<file path="config.mk">
export PLATFORM = sky130hd
export DESIGN_NAME = cfgs_streamer
export DESIGN_NICKNAME = d
export VERILOG_FILES = /design/src/rtl/cfgs_pkg.sv /design/src/rtl/cfgs_wait_timer.sv /design/src/rtl/cfgs_len_capture.sv /design/src/rtl/cfgs_out_drv.sv /design/src/rtl/cfgs_streamer.sv
export SDC_FILE = /design/constraint.sdc
export NUM_CORES = 1
export LEC_CHECK = 0
export BUFFER_PORTS_ARGS = -buffer_cell sky130_fd_sc_hd__buf_4
export CORE_MARGIN = 2
export CORE_UTILIZATION = 65
export CTS_BUF_LIST = sky130_fd_sc_hd__clkbuf_16
export CTS_CLUSTER_DIAMETER = 150
export CTS_CLUSTER_SIZE = 14
export DETAILED_ROUTE_END_ITERATION = 10
export PLACE_DENSITY = 0.86
export SETUP_SLACK_MARGIN = 0.02
export SLEW_MARGIN = 30
export SYNTH_ARGS = -nofsm -noshare
export SYNTH_HDL_FRONTEND = slang
export SYNTH_SLANG_ARGS = --single-unit
</file>
<file path="constraint.sdc">
create_clock -name clk_i -period 9.15 [get_ports clk_i]
set_input_delay 1.3725 -clock clk_i [delete_from_list [all_inputs] [get_ports clk_i]]
set_output_delay 1.3725 -clock clk_i [all_outputs]
set_load 0.01 [all_outputs]
</file>
<file path="src/rtl/cfgs_pkg.sv">
package cfgs_pkg;
  typedef enum logic [3:0] {
    ST_IDLE, ST_RST, ST_SETTLE, ST_LEAD, ST_HDR,
    ST_PAY, ST_TAIL, ST_CHK, ST_READY
  } cfgs_state_e;

  localparam int unsigned HDR_LEN_BYTES = 4;
  localparam int unsigned LEN_W         = 8 * HDR_LEN_BYTES;
  localparam int unsigned PAYLOAD_OFS   = 16;
  localparam int unsigned TAIL_FILLS    = 5;
  localparam logic [7:0]  FILL_BYTE     = 8'h00;
endpackage

</file>
<file path="src/rtl/cfgs_wait_timer.sv">
module cfgs_wait_timer #(
  parameter int unsigned CNT_W = 8
) (
  input  logic             clk_i,
  input  logic             rst_ni,
  input  logic             load_i,
  input  logic [CNT_W-1:0] load_val_i,
  input  logic             en_i,
  output logic             zero_o
);
  logic [CNT_W-1:0] cnt_q;

  always_ff @(posedge clk_i or negedge rst_ni) begin
    if (!rst_ni)                 cnt_q <= '0;
    else if (load_i)             cnt_q <= load_val_i;
    else if (en_i && cnt_q != 0) cnt_q <= cnt_q - 1'b1;
  end

  assign zero_o = (cnt_q == '0);
endmodule

</file>
<file path="src/rtl/cfgs_len_capture.sv">
module cfgs_len_capture #(
  parameter int unsigned NBYTES = 4,
  localparam int unsigned IDX_W = (NBYTES > 1) ? $clog2(NBYTES) : 1
) (
  input  logic                clk_i,
  input  logic                rst_ni,
  input  logic                cap_i,
  input  logic [IDX_W-1:0]    idx_i,
  input  logic [7:0]          byte_i,
  output logic [8*NBYTES-1:0] len_o,
  output logic [8*NBYTES-1:0] len_now_o
);
  // byte 0 of the header is the most significant
  for (genvar k = 0; k < NBYTES; k++) begin : g_byte
    logic [7:0] byte_q;
    logic       hit;
    assign hit = cap_i && (idx_i == IDX_W'(k));

    always_ff @(posedge clk_i or negedge rst_ni) begin
      if (!rst_ni)  byte_q <= '0;
      else if (hit) byte_q <= byte_i;
    end

    assign len_o[8*(NBYTES-1-k) +: 8] = byte_q;
    if (k == NBYTES - 1) begin : g_last
      assign len_now_o[7:0] = hit ? byte_i : byte_q;
    end else begin : g_other
      assign len_now_o[8*(NBYTES-1-k) +: 8] = byte_q;
    end
  end
endmodule

</file>
<file path="src/rtl/cfgs_out_drv.sv">
module cfgs_out_drv import cfgs_pkg::*; #(
  parameter int unsigned ADDR_W = 16
) (
  input  cfgs_state_e       state_i,
  input  logic [LEN_W-1:0]  cnt_i,
  input  logic [7:0]        mem_data_i,
  output logic [ADDR_W-1:0] mem_addr_o,
  output logic              cfg_reset_o,
  output logic              cfg_wr_o,
  output logic [7:0]        cfg_data_o
);
  logic [LEN_W-1:0] pay_addr;
  assign pay_addr = cnt_i + LEN_W'(PAYLOAD_OFS);

  always_comb begin
    mem_addr_o  = '0;
    cfg_reset_o = 1'b0;
    cfg_wr_o    = 1'b0;
    cfg_data_o  = FILL_BYTE;
    unique case (state_i)
      ST_RST:  cfg_reset_o = 1'b1;
      ST_HDR:  mem_addr_o  = ADDR_W'(cnt_i);
      ST_LEAD, ST_TAIL: cfg_wr_o = 1'b1;
      ST_PAY: begin
        mem_addr_o = ADDR_W'(pay_addr);
        cfg_wr_o   = 1'b1;
        cfg_data_o = mem_data_i;
      end
      default: ;
    endcase
  end
endmodule

</file>
<file path="src/rtl/cfgs_streamer.sv">
module cfgs_streamer import cfgs_pkg::*; #(
  parameter int unsigned ADDR_W     = 16,
  parameter int unsigned SETTLE_CYC = 1000,
  parameter int unsigned READY_CYC  = 1000
) (
  input  logic              clk_i,
  input  logic              rst_ni,
  input  logic              start_i,
  output logic [ADDR_W-1:0] mem_addr_o,
  input  logic [7:0]        mem_data_i,
  output logic              cfg_reset_o,
  output logic              cfg_wr_o,
  output logic [7:0]        cfg_data_o,
  input  logic              cfg_err_i,
  output logic              busy_o,
  output logic              done_o,
  output logic              error_o
);
  localparam int unsigned WAIT_MAX  = (SETTLE_CYC > READY_CYC) ? SETTLE_CYC : READY_CYC;
  localparam int unsigned WAIT_W    = (WAIT_MAX > 1) ? $clog2(WAIT_MAX) : 1;
  localparam int unsigned IDX_W     = (HDR_LEN_BYTES > 1) ? $clog2(HDR_LEN_BYTES) : 1;
  localparam logic [WAIT_W-1:0] SETTLE_LD = WAIT_W'(SETTLE_CYC - 1);
  localparam logic [WAIT_W-1:0] READY_LD  = WAIT_W'(READY_CYC - 1);
  localparam logic [LEN_W-1:0]  HDR_LAST  = LEN_W'(HDR_LEN_BYTES - 1);
  localparam logic [LEN_W-1:0]  TAIL_LAST = LEN_W'(TAIL_FILLS - 1);

  cfgs_state_e      state_q, state_d;
  logic [LEN_W-1:0] cnt_q, cnt_d;
  logic             done_q, done_d, err_q, err_d;
  logic [LEN_W-1:0] len_q, len_now;
  logic             wait_zero;

  cfgs_wait_timer #(.CNT_W(WAIT_W)) u_timer (
    .clk_i      (clk_i),
    .rst_ni     (rst_ni),
    .load_i     (state_q == ST_RST || state_q == ST_CHK),
    .load_val_i ((state_q == ST_RST) ? SETTLE_LD : READY_LD),
    .en_i       (state_q == ST_SETTLE || state_q == ST_READY),
    .zero_o     (wait_zero)
  );

  cfgs_len_capture #(.NBYTES(HDR_LEN_BYTES)) u_len (
    .clk_i     (clk_i),
    .rst_ni    (rst_ni),
    .cap_i     (state_q == ST_HDR),
    .idx_i     (cnt_q[IDX_W-1:0]),
    .byte_i    (mem_data_i),
    .len_o     (len_q),
    .len_now_o (len_now)
  );

  cfgs_out_drv #(.ADDR_W(ADDR_W)) u_out (
    .state_i     (state_q),
    .cnt_i       (cnt_q),
    .mem_data_i  (mem_data_i),
    .mem_addr_o  (mem_addr_o),
    .cfg_reset_o (cfg_reset_o),
    .cfg_wr_o    (cfg_wr_o),
    .cfg_data_o  (cfg_data_o)
  );

  always_comb begin
    state_d = state_q;
    cnt_d   = cnt_q;
    done_d  = done_q;
    err_d   = err_q;
    unique case (state_q)
      ST_IDLE: if (start_i) begin
        state_d = ST_RST;
        cnt_d   = '0;
        done_d  = 1'b0;
        err_d   = 1'b0;
      end
      ST_RST:    state_d = ST_SETTLE;
      ST_SETTLE: if (wait_zero) state_d = ST_LEAD;
      ST_LEAD: begin
        state_d = ST_HDR;
        cnt_d   = '0;
      end
      ST_HDR: begin
        if (cnt_q == HDR_LAST) begin
          cnt_d   = '0;
          state_d = (len_now == '0) ? ST_TAIL : ST_PAY;
        end else begin
          cnt_d = cnt_q + 1'b1;
        end
      end
      ST_PAY: begin
        if (cnt_q == len_q - 1'b1) begin
          cnt_d   = '0;
          state_d = ST_TAIL;
        end else begin
          cnt_d = cnt_q + 1'b1;
        end
      end
      ST_TAIL: begin
        if (cnt_q == TAIL_LAST) state_d = ST_CHK;
        else                    cnt_d   = cnt_q + 1'b1;
      end
      ST_CHK: begin
        if (cfg_err_i) begin
          state_d = ST_IDLE;
          done_d  = 1'b1;
          err_d   = 1'b1;
        end else begin
          state_d = ST_READY;
        end
      end
      ST_READY: if (wait_zero) begin
        state_d = ST_IDLE;
        done_d  = 1'b1;
      end
      default: state_d = ST_IDLE;
    endcase
  end

  always_ff @(posedge clk_i or negedge rst_ni) begin
    if (!rst_ni) begin
      state_q <= ST_IDLE;
      cnt_q   <= '0;
      done_q  <= 1'b0;
      err_q   <= 1'b0;
    end else begin
      state_q <= state_d;
      cnt_q   <= cnt_d;
      done_q  <= done_d;
      err_q   <= err_d;
    end
  end

  assign busy_o  = (state_q != ST_IDLE);
  assign done_o  = done_q;
  assign error_o = err_q;
endmodule

</file>
==> impl_metrics.ini <==
[routing]
route.detailed.drc = 0
drtAntennaViolNets = 0
drt_iter0_drc = 415
vias = 5004
first_pass_iters = 5
routed_wl_microns = 15100
drt-vias-per-instance = 6.58
wl_per_cell_microns = 19.9

[global_routing]
grt_pass1_wl_microns = 23500
grt_max_degree = 81
antenna_found_initial = 0
track_usage_pct = 33.9
grt_overflow = 0
grt_pass1_vias = 4681

[die]
core_sq_um = 8180
die_h_microns = 95.6
dieArea_sq_um = 9150
die_x_microns = 95.6
io_pins = 41
num_rows = 33
start_util_pct = 66.8

[final_layout]
post-route-util_pct = 73.9
antennaDiodeCount = 0
final_cell_mix = 80 x dfrtp_1, 50 x nand2_1, 45 x nor2_1
final_common_cell = dfrtp_1
drive_gt1_share_pct = 15.9
areaGrowthSynthToFinish_pct = 10.7
nets = 671

[timing]
finalWorstSetupSlack_ns = 4.84
fin_tns_setup_ns = 0
setup_viol = 0
slew_headroom_pct = 42.2
clock_skew_ns = 0.00662
final.period_utilization_pct = 47.2
slew_violations = 0
worstMarginPinSlew_ns = 0.867
rsz0062_at_grt = no
fmax_ghz = 0.232
hold_violations = 0
min_period_ns = 4.31

[synthesis]
synth_fp_nets = 653
synth_area_leaders = dfrtp_1 37%, mux2_2 6.8%, xnor2_1 5.9%
synth_cell_types = 53
seq_area_frac_synth_pct = 36.7
ys_warn_count = 0
synthArstFlopShare_pct = 100
yosys_most_used_dff = dfrtp_1
yosysTopAreaCell = dfrtp_1
synth-seq-cells = 80
syn_avg_cell_area_sq_um = 8.62
synth_edf_count = 0
yosysTopAreaCellShare_pct = 36.7
syn_area_sq_um = 5460
synthCells = 633

[cts]
cts-root-buf = clkbuf_16
cts_tree = done
clock-sinks = 80
cts_setup_buffers = 0
clkSlewWorstSetupHoldPaths_ns = 0.06
ctsResizeCount = 0
hold_buffers = 0
h-tree-depth = 3
cts_buffers = 9
cts_buffer_depth = 2
worstSkewPairLatency_ns = 0.34

[status]
status = completed

[flow_run]
maxCapViolCount = 0

[worst_setup_path]
crit_slowest_cell = nor4b_1
cp-start-kind = register
critPathMostFrequentCell = nor4b_1
critical_path_class = register to register
max_stage_delay_ns = 0.65
arrival_ns = 4.51
worstPathMaxFanout = 23
path_cells = inv_1 > ha_1 > nor4b_1 > nand4_1 > o21a_1 > nor4b_1 > o31ai_1 > a2111oi_0 > o2111a_1 > o21ai_1 > buf_4 > nor2_1 > o32ai_1
reg2reg_slack_ns = 4.84
required_ns = 9.34
endpoint_kind = register

[pwr]
p_per_area_nw_per_um2 = 272
vdd_ir_drop_max_mv = 0.309
p_leak_nw = 2.41

[placed_design]
gp_congestion = 1.01
hpwlAfterDp_microns = 10800
dpl_worst_slack_ns = 4.90
port_buffers = 40

[min_path]
holdCritPathClass = register to register
==> synth_stat cells (all sizes together), types with 6 or more instances <==
cell and count:
a21oi 25, mux2 34, o21ai 42, or4 11
nor4b 7, mux2i 7, or2 9, nand2 51
xor2 26, dfrtp 80, or3 29, nor2 45
and3 15, nand4 14, inv 33, a31oi 6
xnor2 37, ha 8, nor3 17, nand3 34
nor4 22, clkbuf 26, buf 8
==> critical path, delay by kind of cell, from the launching register on <==
kind                       cells  cell delay (ns)
and+or+nand+nor                4             1.78
AOI/OAI and AO/OA              6             1.39
DFF                            1             0.43
buffers and inverters          2             0.31
adders and majority gates      1             0.25
==> through the flow <==
step / instances / hold slack [ns] / power (mW) / cell area [sq um]
finish: 760 / 0.524 / 1.64 / 6040
global route: 760 / 0.533 / 1.73 / 6040
CTS: 760 / 0.523 / 1.62 / 6040
detailed placement: 745 / 0.503 / 1.26 / 5750
global placement: 745 / 0.501 / 1.23 / 5750
floorplan: 633 / 0.479 / 1.07 / 5460
==> final timing paths <==
path,depth (start not counted),start,end
min in group asynchronous,1,rst_ni,cnt_q[24]
max in group asynchronous,1,rst_ni,state_q[0]
worst max-delay path,13,u_len.g_byte[3].byte_q[0],cnt_q[4]
worst min-delay path,2,u_timer.cnt_q[9],u_timer.cnt_q[9]
worst min register to register,2,u_timer.cnt_q[9],u_timer.cnt_q[9]
worst max register to register,13,u_len.g_byte[3].byte_q[0],cnt_q[4]
==> flip-flops by register name, summed over array words and instances, names as in the netlist <==
signal,count
cnt_q,32
done_o,1
error_o,1
state_q,4
u_len.g_byte.byte_q,32
u_timer.cnt_q,10
==> cells by family after synthesis <==
kind of cell,count (synthesis),share of synthesized area (%)
and+or+nand+nor,267,26.1
AOI/OAI and AO/OA,107,11.9
DFF,80,36.7
buffers and inverters,67,5.00
xor gates and xnor gates,63,10.1
muxes,41,8.37
adders and majority gates,8,1.83
==> per-layer routing <==
metal / GRT usage, % / wire [microns]
met3: 5.77 / 970
met4: 12.4 / 437
met5: 0 / 0
met2: 57.0 / 7460
met1: 43.9 / 6250
==> layout make-up <==
class / instances / area [sq um]
flip-flops and latches: 80 / 2000
repair buffers: 41 / 312
inverters: 33 / 124
well taps: 105 / 131
clock buffers: 9 / 225
multi-input cells: 486 / 3190
clock inverters: 6 / 62.6
fillers: 620 / 2130
==> report_power, final <==
group | internal, mW | leakage, nW | total, mW | switching [mW]
clock network | 0.209 | 0.139 | 0.357 | 0.148
registers | 0.441 | 0.995 | 0.615 | 0.174
logic | 0.278 | 1.28 | 0.672 | 0.395
total | 0.928 | 2.41 | 1.64 | 0.717
Note: power is estimated with default switching activity, not from simulation.
